<file path="config.mk">
export PLATFORM = sky130hd
export DESIGN_NAME = sram_window_port
export DESIGN_NICKNAME = d
export VERILOG_FILES = /design/src/rtl/sram_window_pkg.sv /design/src/rtl/sram_window_decode.sv /design/src/rtl/sram_window_ptr.sv /design/src/rtl/sram_window_timing.sv /design/src/rtl/sram_window_port.sv
export SDC_FILE = /design/constraint.sdc
export NUM_CORES = 1
export LEC_CHECK = 0
export BUFFER_PORTS_ARGS = -buffer_cell sky130_fd_sc_hd__buf_2
export CAP_MARGIN = 20
export CORE_MARGIN = 4
export CORE_UTILIZATION = 45
export DETAILED_ROUTE_END_ITERATION = 6
export PLACE_DENSITY_LB_ADDON = 0.05
export SLEW_MARGIN = 40
export SYNTH_ARGS = -nofsm -noshare
export SYNTH_HDL_FRONTEND = slang
export SYNTH_HIERARCHICAL = 1
export SYNTH_SLANG_ARGS = --single-unit
</file>
<file path="constraint.sdc">
create_clock -name clk -period 2.9 [get_ports clk]
set_input_delay 0.58 -clock clk [delete_from_list [all_inputs] [get_ports clk]]
set_output_delay 0.58 -clock clk [all_outputs]
set_load 0.02 [all_outputs]
</file>
<file path="src/rtl/sram_window_pkg.sv">
package sram_window_pkg;

   // what the cycle after an access returns on the host read bus
   typedef enum logic [2:0] {
      RSEL_NONE,
      RSEL_WORD,
      RSEL_BYTE,
      RSEL_PTR,
      RSEL_TIM0,
      RSEL_TIM1
   } rsel_e;

   typedef struct packed {
      logic       sram_go;
      logic       sram_we;
      logic       sram_word;
      logic       ptr_load;
      logic       refuse;
      logic [1:0] tim_load;
      rsel_e      rsel;
   } host_cmd_t;

endpackage

</file>
<file path="src/rtl/sram_window_decode.sv">
module sram_window_decode
   import sram_window_pkg::*;
(
   input  logic      req,
   input  logic      wr,
   input  logic      idx,
   input  logic      word,
   input  logic      lane_hi,
   input  logic      slave_mode,
   output host_cmd_t cmd
);

   always_comb begin
      cmd      = '0;
      cmd.rsel = RSEL_NONE;
      if (req) begin
         if (slave_mode) begin
            if (idx) begin
               if (wr) cmd.ptr_load = 1'b1;
               else    cmd.rsel     = RSEL_PTR;
            end else if (!word && lane_hi) begin
               cmd.refuse = 1'b1;
            end else begin
               cmd.sram_go   = 1'b1;
               cmd.sram_we   = wr;
               cmd.sram_word = word;
               if (!wr) cmd.rsel = word ? RSEL_WORD : RSEL_BYTE;
            end
         end else begin
            if (wr) cmd.tim_load[idx] = 1'b1;
            else    cmd.rsel = idx ? RSEL_TIM1 : RSEL_TIM0;
         end
      end
   end

endmodule

</file>
<file path="src/rtl/sram_window_ptr.sv">
module sram_window_ptr #(
   parameter int AW = 10
) (
   input  logic          clk,
   input  logic          rst_n,
   input  logic          load,
   input  logic [AW-1:0] load_val,
   input  logic          step,
   input  logic          step_word,
   output logic [AW-1:0] ptr
);

   localparam logic [AW-1:0] STEP_B = AW'(1);
   localparam logic [AW-1:0] STEP_W = AW'(2);

   // natural AW-bit arithmetic gives the wrap at the end of the range
   always_ff @(posedge clk or negedge rst_n) begin
      if (!rst_n)    ptr <= '0;
      else if (load) ptr <= load_val;
      else if (step) ptr <= ptr + (step_word ? STEP_W : STEP_B);
   end

endmodule

</file>
<file path="src/rtl/sram_window_timing.sv">
module sram_window_timing #(
   parameter int              TW   = 4,
   parameter int              N    = 2,
   parameter logic [N*TW-1:0] DEFS = '0
) (
   input  logic          clk,
   input  logic          rst_n,
   input  logic [N-1:0]  load,
   input  logic [TW-1:0] wval,
   output logic [TW-1:0] regs [N]
);

   for (genvar g = 0; g < N; g++) begin : g_reg
      always_ff @(posedge clk or negedge rst_n) begin
         if (!rst_n)       regs[g] <= DEFS[g*TW +: TW];
         else if (load[g]) regs[g] <= wval;
      end
   end

endmodule

</file>
<file path="src/rtl/sram_window_port.sv">
module sram_window_port
   import sram_window_pkg::*;
#(
   parameter int AW     = 10,
   parameter int TW     = 4,
   parameter int RD_DEF = 5,
   parameter int WR_DEF = 5
) (
   input  logic          clk,
   input  logic          rst_n,
   input  logic          slave_mode,
   input  logic          host_req,
   input  logic          host_wr,
   input  logic          host_idx,
   input  logic          host_word,
   input  logic          host_lane_hi,
   input  logic [15:0]   host_wdata,
   output logic [15:0]   host_rdata,
   output logic          host_rvalid,
   output logic          host_err,
   output logic          sram_en,
   output logic          sram_we,
   output logic          sram_word,
   output logic [AW-1:0] sram_addr,
   output logic [15:0]   sram_wdata,
   input  logic [15:0]   sram_rdata,
   output logic [TW-1:0] cmd_rd_time,
   output logic [TW-1:0] cmd_wr_time
);

   localparam int NTIM = 2;
   localparam logic [NTIM*TW-1:0] TIM_DEFS = {TW'(WR_DEF), TW'(RD_DEF)};

   if (AW < 2 || AW > 16) begin : g_bad_aw
      $error("sram_window_port: AW must lie in 2..16");
   end
   if (TW < 1 || TW > 16) begin : g_bad_tw
      $error("sram_window_port: TW must lie in 1..16");
   end
   if (RD_DEF < 1 || RD_DEF >= (1 << TW) || WR_DEF < 1 || WR_DEF >= (1 << TW)) begin : g_bad_def
      $error("sram_window_port: timing defaults must be nonzero and fit TW bits");
   end

   host_cmd_t     cmd;
   logic [AW-1:0] ptr_q;
   logic [TW-1:0] tim [NTIM];
   rsel_e         rsel_q;
   logic          err_q;

   sram_window_decode u_dec (
      .req        (host_req),
      .wr         (host_wr),
      .idx        (host_idx),
      .word       (host_word),
      .lane_hi    (host_lane_hi),
      .slave_mode (slave_mode),
      .cmd        (cmd)
   );

   sram_window_ptr #(.AW(AW)) u_ptr (
      .clk       (clk),
      .rst_n     (rst_n),
      .load      (cmd.ptr_load),
      .load_val  (host_wdata[AW-1:0]),
      .step      (cmd.sram_go),
      .step_word (cmd.sram_word),
      .ptr       (ptr_q)
   );

   sram_window_timing #(.TW(TW), .N(NTIM), .DEFS(TIM_DEFS)) u_tim (
      .clk   (clk),
      .rst_n (rst_n),
      .load  (cmd.tim_load),
      .wval  (host_wdata[TW-1:0]),
      .regs  (tim)
   );

   assign sram_en     = cmd.sram_go;
   assign sram_we     = cmd.sram_we;
   assign sram_word   = cmd.sram_word;
   assign sram_addr   = ptr_q;
   assign sram_wdata  = host_wdata;
   assign cmd_rd_time = tim[0];
   assign cmd_wr_time = tim[1];

   always_ff @(posedge clk or negedge rst_n) begin
      if (!rst_n) begin
         rsel_q <= RSEL_NONE;
         err_q  <= 1'b0;
      end else begin
         rsel_q <= cmd.rsel;
         err_q  <= cmd.refuse;
      end
   end

   always_comb begin
      case (rsel_q)
         RSEL_WORD: host_rdata = sram_rdata;
         RSEL_BYTE: host_rdata = {8'h00, sram_rdata[7:0]};
         RSEL_PTR:  host_rdata = 16'(ptr_q);
         RSEL_TIM0: host_rdata = 16'(tim[0]);
         RSEL_TIM1: host_rdata = 16'(tim[1]);
         default:   host_rdata = '0;
      endcase
   end

   assign host_rvalid = (rsel_q != RSEL_NONE);
   assign host_err    = err_q;

endmodule

</file>
==> metrics.csv, run 1 <==
metric,value,unit
status,completed,
via count,1445,
crit path capture type,output port,
Final Skew,8.72,ps
Compound-Gate Fraction of Synth Area,0.103,
unrepaired setup endpoints after global routing,false,
Seq pwr share,0.457,
Power Dens Cells,540,mW/mm²
PostCTS Resize Cnt,0,
Metal-1 WL,1.68,mm
Synth Net Count,212,
WL/cell,15.0,µm
Layout fillers,344,
maximum root-to-sink buffer count,2,
max_slew headroom,0.528,
Worst Hold Class,input pin to async pin,
share of cells above drive strength 1,0.477,
CTS tree,yes,
post-layout min period,2490,ps
vias in the first global route,1417,
critical path's slowest cell,dfrtp_1,
multi-input logic area,868,µm²
cells after synthesis,169,
cts bufs inserted,3,
Post-synth EDFFs,0,
post-synthesis simple-gate area fraction,0.235,
final hold viol count,0,
Worst setup SP type,flip-flop,
max incr delay on CP,640,ps
gr usage total,0.188,
highest routed layer,met4,
worst path required time,2320,ps
CTS Hold Bufs,0,
post-synthesis sequential area ratio,0.347,
Die W,67.6,µm
hpwl dp,3.37,mm
core area,0.00339,mm²
Worst-path clk slew,130,ps
CTS Root Cell,clkbuf_4,
Cell Rows,21,
Pint,0.000618,W
WHS,214,ps
leakage power,0.959,nW
DR DRC count,0,
DRT Pass-1 Iters,4,
Netlist cell types,38,
asr flop ratio synth,1.00,
largest family of logic cells by synthesized area,simple AND/OR/NAND/NOR gates,
Max Cap Viol,0,
mux contribution to synthesized area,0.138,
peak supply drop,0.315,mV
"Top FF cell, synth",dfrtp_1,
most frequent cells in the layout,"82 x buf_2, 18 x dfrtp_1, 17 x nand2_1",
CP cell instances,and2b_1 -> a221oi_1 -> a31oi_1 -> buf_2,
Met2 Wirelength,2.17,mm
number of top-level pins,95,
warnings from Yosys,6,
Post-Layout Cell Count,281,
Achievable Freq,401,MHz
clk_lat worst skew,310,ps
antenna violations before repair,0,
antenna diode count,0,
mapped cell area,0.00160,mm²
"most common cell after layout, fill and taps aside",buf_2,
Post-CTS Setup Bufs,0,
"delay-heaviest family, CP",flip-flops,
post-synthesis adder-cell area fraction,0.0281,
Routed WL,4.21,mm
crit path max fanout,12,
utilization after layout,0.576,
Setup-failing EPs final,0,
CP Buf/Inv Count,1,
"flops & latches, synth",22,
Die ar.,0.00457,mm²
first-pass GRT wire length,6.58,mm
Initial DRC Count,28,
Sink Count,22,
period utilisation layout,0.859,
Final Max Tran Viols,0,
Starting Density,0.472,
Clock power frac,0.141,
final instance area,0.00195,mm²
placed insts,277,
NumNets Final,279,
pin count of the biggest net entering global routing,23,
IO Port Bufs,82,
TNS Setup,0,ps
Gate power share,0.403,
"Remaining Overflow, GRT",0,
arrival time at the worst endpoint,1910,ps
die height,67.6,µm
met3 wire length,335,µm
htree depth,1,
Crit Path Class,flip-flop to output port,
Seq. cell area,556,µm²
Area growth syn-to-layout,22.0,%
Placed Area,0.00193,mm²
Final Wtd Congestion,0.770,
Psw,0.000435,W
switching share of total power,0.413,
post-route ant nets,0,
vias per inst,5.14,
slew at the pin closest to its max-slew limit,702,ps
xor and xnor area share after synthesis,0.0383,
"Avg Cell Area, Syn",9.47,µm²
synth_stat cells, types with 4 or more instances:
cell type | instances | area, µm²
dfrtp_1 | 18 | 450
mux2_2 | 12 | 135
xnor2_1 | 5 | 43.8
a221oi_1 | 4 | 35.0
nor2_1 | 15 | 56.3
or2_0 | 4 | 25.0
o21ai_0 | 10 | 50.1
inv_1 | 5 | 18.8
a31oi_1 | 4 | 25.0
and2_1 | 6 | 37.5
nand2_1 | 17 | 63.8
dfstp_2 | 4 | 105
buf_4 | 18 | 135
mux2i_1 | 7 | 70.1
cell families (layout without fill, tap and decap cells):
| logic type | count (synthesis) | count (layout) |
|---|---|---|
| and+or+nand+nor | 65 | 65 |
| buffers and inverters | 27 | 93 |
| AOI/OAI and AO/OA | 25 | 25 |
| DFF | 22 | 22 |
| muxes | 20 | 20 |
| xor gates and xnor gates | 7 | 7 |
| adders and majority gates | 3 | 3 |
power groups by stage:
stage	logic, W	registers, W	clock network, W
global route	0.000461	0.000494	0.000172
CTS	0.000428	0.000484	0.000158
finish	0.000424	0.000481	0.000148
floorplan	0.000212	0.000546	0
detailed placement	0.000426	0.000491	0
global placement	0.000416	0.000486	0
final cells by class:
type / count / share of cell area
clock buffer: 4 / 0.0135
inverter: 5 / 0.00962
multi-input combinational: 120 / 0.445
sequential: 22 / 0.285
tap: 46 / 0.0295
timing repair buffer: 84 / 0.218
registers in the layout (all words and copies together) (netlist names):
signal / count
u_ptr/ptr: 10
u_tim/regs: 8
rsel_q: 3
host_err: 1
path summary, 6_finish.rpt:
check | from | depth (start not counted) | end | slack (ps)
max | rsel_q[2]$_DFF_PN0_ | 4 | host_rdata[3] | 410
min | rst_n | 1 | u_ptr/ptr[7]$_DFFE_PN0P_ | 210
max reg2reg | u_ptr/ptr[0]$_DFFE_PN0P_ | 7 | u_ptr/ptr[8]$_DFFE_PN0P_ | 1040
min reg2reg | u_tim/regs[1]$_DFFE_PN0P_ | 1 | u_tim/regs[1]$_DFFE_PN0P_ | 550
max in group asynchronous | rst_n | 1 | u_tim/regs[0]$_DFFE_PN1P_ | 2310
min in group clk | host_wdata[4] | 3 | u_ptr/ptr[4]$_DFFE_PN0P_ | 480
metal layers:
layer | GRT usage | vias to the layer above
met5 | 0 | -
met4 | 0.0506 | 0
met3 | 0.0316 | 6
met2 | 0.348 | 59
met1 | 0.219 | 682
li1 | - | 698
per-stage QoR:
| step | total power [W] | setup WS [ps] |
|---|---|---|
| after floorplan | 0.000758 | 367 |
| after global placement | 0.000902 | 449 |
| after detailed placement | 0.000917 | 370 |
| after CTS | 0.00107 | 403 |
| after global routing | 0.00113 | 270 |
| final | 0.00105 | 409 |
No activity file was read; power rests on OpenSTA's default activity.
==> run 2: changes to the inputs <==
--- a/config.mk
+++ b/config.mk
@@ -7,8 +7,7 @@
 export LEC_CHECK = 0
 export BUFFER_PORTS_ARGS = -buffer_cell sky130_fd_sc_hd__buf_2
 export CAP_MARGIN = 20
-export CORE_MARGIN = 4
-export CORE_UTILIZATION = 45
+export CORE_UTILIZATION = 47
 export DETAILED_ROUTE_END_ITERATION = 6
 export PLACE_DENSITY_LB_ADDON = 0.05
 export SLEW_MARGIN = 40
==> metrics.csv, run 2 (synthesis gave the netlist of run 1 again) <==
metric,value,unit
antenna diode count,0,
PostCTS Resize Cnt,0,
Post-CTS Setup Bufs,0,
most frequent cells in the layout,"82 x buf_2, 18 x dfrtp_1, 17 x nand2_1",
post-layout min period,2550,ps
Largest register FFs,10,
Setup-failing EPs final,0,
Initial DRC Count,55,
peak supply drop,0.314,mV
Die ar.,0.00364,mm²
utilization after layout,0.627,
worst reg2reg path startpoint,u_ptr/ptr[0]$_DFFE_PN0P_,
Worst Hold Class,input pin to async pin,
TNS Setup,0,ps
Worst-path clk slew,130,ps
arrival time at the worst endpoint,1970,ps
WL/cell,14.6,µm
CTS tree,yes,
leakage power,0.972,nW
number of top-level pins,95,
hpwl dp,3.10,mm
maximum root-to-sink buffer count,2,
clk_lat worst skew,310,ps
period utilisation layout,0.878,
Cell Rows,20,
"most common cell after layout, fill and taps aside",buf_2,
vias in the first global route,1361,
Achievable Freq,393,MHz
vias per inst,5.39,
Final Wtd Congestion,0.836,
r2r setup slk,1000,ps
worst path required time,2320,ps
unrepaired setup endpoints after global routing,false,
Routed WL,4.06,mm
Worst setup SP type,flip-flop,
status,completed,
IO Port Bufs,82,
Final Skew,10.7,ps
NumNets Final,279,
CTS Hold Bufs,0,
CP startpoint,rsel_q[2]$_DFF_PN0_,
Reg with most FFs,u_ptr/ptr,
Final Max Tran Viols,0,
gr usage total,0.224,
Max Cap Viol,0,
Starting Density,0.508,
core area,0.00315,mm²
slew at the pin closest to its max-slew limit,679,ps
DR DRC count,0,
post-route ant nets,0,
pin count of the biggest net entering global routing,23,
Crit Path Class,flip-flop to output port,
htree depth,1,
crit path max fanout,12,
Power Dens Cells,576,mW/mm²
die height,60.4,µm
WHS,215,ps
CTS Root Cell,clkbuf_4,
share of cells above drive strength 1,0.481,
first-pass GRT wire length,5.91,mm
Design Power,0.00114,W
max_slew headroom,0.544,
Area growth syn-to-layout,23.5,%
Largest regs,"u_ptr/ptr (10), u_tim/regs (8), rsel_q (3)",
DRT Pass-1 Iters,4,
final hold viol count,0,
"Remaining Overflow, GRT",0,
cts bufs inserted,3,
Die W,60.4,µm
via count,1504,
antenna violations before repair,0,
Sink Count,22,
crit path capture type,output port,
[run 2: routing by layer]
layer,up-vias,wire [µm],global-route usage,share of wire
li1,701,-,-,-
met1,727,1700,0.261,0.42
met2,72,2060,0.418,0.51
met3,4,266,0.0235,0.066
met4,0,38,0.0864,0.0094
met5,-,0,0,0
[run 2: final timing paths]
check | cells past startpoint | to
worst min register to register | 1 | u_tim/regs[5]$_DFFE_PN0P_
worst max-delay path | 4 | host_rdata[2]
worst min-delay path | 1 | u_ptr/ptr[9]$_DFFE_PN0P_
max in group asynchronous | 1 | u_tim/regs[4]$_DFFE_PN1P_
min in group clk | 3 | u_ptr/ptr[4]$_DFFE_PN0P_
worst max register to register | 7 | u_ptr/ptr[8]$_DFFE_PN0P_
[run 2: critical path, cell delays in order (launching register included)]
cell	delay (ps)
dfrtp_1	710
and2b_1	350
a221oi_1	340
a31oi_1	70
buf_2	190
[run 2: power by group]
group	total, W	switching, W	leakage [nW]	internal (W)
Sequential	0.000484	0.000100	0.267	0.000384
Combinational	0.000420	0.000240	0.677	0.000180
Clock	0.000234	0.0000938	0.0279	0.000140
Total	0.00114	0.000434	0.972	0.000703
[run 2: metrics by stage]
stage | instances | cell area [µm²] | setup slack (ps)
after floorplan | 169 | 1600 | 367
after global placement | 275 | 1920 | 460
after detailed placement | 275 | 1920 | 402
after CTS | 279 | 1980 | 353
after global routing | 279 | 1980 | 240
final | 279 | 1980 | 353
[run 2: layout make-up]
| class | count | area, µm² |
|---|---|---|
| Clock inverter | 1 | 30.0 |
| Multi-Input combinational cell | 120 | 868 |
| Sequential cell | 22 | 556 |
| Clock buffer | 3 | 22.5 |
| Fill cell | 293 | 1180 |
| Tap cell | 44 | 55.1 |
| Inverter | 5 | 18.8 |
| Timing Repair Buffer | 84 | 425 |
==> run 3: changes to the inputs <==
--- a/config.mk
+++ b/config.mk
@@ -5,9 +5,10 @@
 export SDC_FILE = /design/constraint.sdc
 export NUM_CORES = 1
 export LEC_CHECK = 0
+export ABC_AREA = 1
 export BUFFER_PORTS_ARGS = -buffer_cell sky130_fd_sc_hd__buf_2
 export CAP_MARGIN = 20
-export CORE_UTILIZATION = 47
+export CORE_UTILIZATION = 48
 export DETAILED_ROUTE_END_ITERATION = 6
 export PLACE_DENSITY_LB_ADDON = 0.05
 export SLEW_MARGIN = 40
==> metrics.csv, run 3 <==
metric,value,unit
Netlist cell types,25,
Worst Hold Class,input pin to async pin,
cts bufs inserted,3,
Post-CTS Setup Bufs,0,
worst reg2reg path startpoint,u_ptr/ptr[0]$_DFFE_PN0P_,
Design Power,0.00102,W
"Top FF cell, synth",dfrtp_1,
most frequent cells in the layout,"82 x buf_2, 67 x nand2_1, 40 x inv_1",
Die ar.,0.00369,mm²
CP endpoint,host_rdata[1],
Area growth syn-to-layout,21.0,%
Initial DRC Count,103,
period utilisation layout,0.760,
maximum root-to-sink buffer count,2,
Routed WL,3.99,mm
r2r setup slk,1240,ps
peak supply drop,0.315,mV
pin count of the biggest net entering global routing,23,
antenna diode count,0,
Setup-failing EPs final,0,
worst path required time,2320,ps
arrival time at the worst endpoint,1630,ps
"Avg Cell Area, Syn",6.81,µm²
cell accounting for the most synthesized area,dfrtp_1,
post-synthesis sequential area ratio,0.336,
Synth top area share,0.272,
core area,0.00315,mm²
crit path capture type,output port,
Synth top cells by count,"67 x nand2_1, 40 x inv_1, 24 x nor2_1",
CP startpoint,rsel_q[2]$_DFF_PN0_,
Worst setup SP type,flip-flop,
unrepaired setup endpoints after global routing,false,
Worst-path clk slew,120,ps
Max Cap Viol,0,
max_slew headroom,0.588,
Final Skew,2.39,ps
pre-CTS WS,657,ps
Largest register FFs,10,
utilization after layout,0.635,
PostCTS Resize Cnt,0,
Sink Count,22,
Largest regs,"u_ptr/ptr (10), u_tim/regs (8), rsel_q (3)",
Crit Path Class,flip-flop to output port,
CTS tree,yes,
vias per inst,4.86,
status,completed,
CTS Hold Bufs,0,
number of top-level pins,95,
slew at the pin closest to its max-slew limit,614,ps
WHS,221,ps
NumNets Final,355,
DRT Pass-1 Iters,4,
antenna violations before repair,0,
Reg with most FFs,u_ptr/ptr,
Achievable Freq,453,MHz
WL/cell,11.3,µm
die height,60.7,µm
TNS Setup,0,ps
DR DRC count,0,
Cell Rows,20,
"Remaining Overflow, GRT",0,
final setup margin,695,ps
via count,1722,
warnings from Yosys,6,
share of cells above drive strength 1,0.342,
IO Port Bufs,82,
"top cells by area, synth","dfrtp_1 27%, nand2_1 15%, inv_1 9.1%",
leakage power,1.19,nW
post-route ant nets,0,
asr flop ratio synth,1.00,
crit path max fanout,10,
Starting Density,0.525,
top-count cell post-synth,nand2_1,
FF-to-FF path depth,9,
Final Wtd Congestion,0.835,
Post-synth EDFFs,0,
Synth Net Count,286,
clk_lat worst skew,300,ps
vias in the first global route,1300,
cells after synthesis,243,
"flops & latches, synth",22,
Die W,60.7,µm
mapped cell area,0.00166,mm²
Power Dens Cells,511,mW/mm²
"most common cell after layout, fill and taps aside",buf_2,
gr usage total,0.218,
CTS Root Cell,clkbuf_4,
first-pass GRT wire length,5.96,mm
post-layout min period,2210,ps
final hold viol count,0,
RR Endpoint,u_ptr/ptr[8]$_DFFE_PN0P_,
htree depth,1,
Final Max Tran Viols,0,
hpwl dp,3.05,mm
run 3: layout make-up:
| cell class | count | area, µm² |
|---|---|---|
| clock buffer | 3 | 22.5 |
| fill | 316 | 1150 |
| inverter | 45 | 169 |
| multi-input combinational | 157 | 783 |
| sequential | 22 | 556 |
| tap | 44 | 55.1 |
| timing repair buffer | 83 | 418 |
run 3: worst max-delay path: stages, from the launching register on:
cell,delay [ps]
dfrtp_1,490
inv_2,170
nand3_2,220
nor2_1,160
nor2_1,70
nand2_1,50
buf_2,150
run 3: report_power, final:
part,leakage [nW],switching [W],internal (W)
sequential,0.272,0.0000913,0.000376
clock,0.0138,0.0000898,0.0000485
combinational,0.909,0.000269,0.000148
total,1.19,0.000450,0.000573
run 3: worst min-delay path by stage:
stage                               from                         to  slack (ps)  cells after the start
2_1_floorplan                      rst_n         host_err$_DFF_PN0_         280                      0
3_3_place_gp   u_tim/regs[4]$_DFFE_PN1P_  u_tim/regs[4]$_DFFE_PN1P_         460                      2
3_5_place_dp   u_tim/regs[0]$_DFFE_PN1P_  u_tim/regs[0]$_DFFE_PN1P_         470                      2
4_1_cts                            rst_n  u_tim/regs[5]$_DFFE_PN0P_         240                      1
5_1_grt                            rst_n   u_ptr/ptr[5]$_DFFE_PN0P_         240                      1
6_report                           rst_n   u_ptr/ptr[2]$_DFFE_PN0P_         220                      1
run 3: cell families (layout without fill, tap and decap cells):
| family | count (synthesis) | in the layout | synth area share |
|---|---|---|---|
| AOI/OAI and AO/OA | 17 | 17 | 0.0665 |
| xor gates and xnor gates | 2 | 2 | 0.0106 |
| buffers and inverters | 64 | 131 | 0.191 |
| and+or+nand+nor | 135 | 135 | 0.369 |
| adders and majority gates | 3 | 3 | 0.0272 |
| DFF | 22 | 22 | 0.336 |
run 3: metrics by stage:
stage,cell area [µm²],cells
after CTS,2000,354
after global routing,2000,354
final,2000,354
after floorplan,1660,243
after detailed placement,1980,351
after global placement,1980,351
run 3: metal layers:
metal,up-vias,share of wire,track usage
li1,888,-,-
met1,751,0.49,0.321
met2,81,0.43,0.341
met3,2,0.078,0.0426
met4,0,0.0045,0.0325
met5,-,0,0
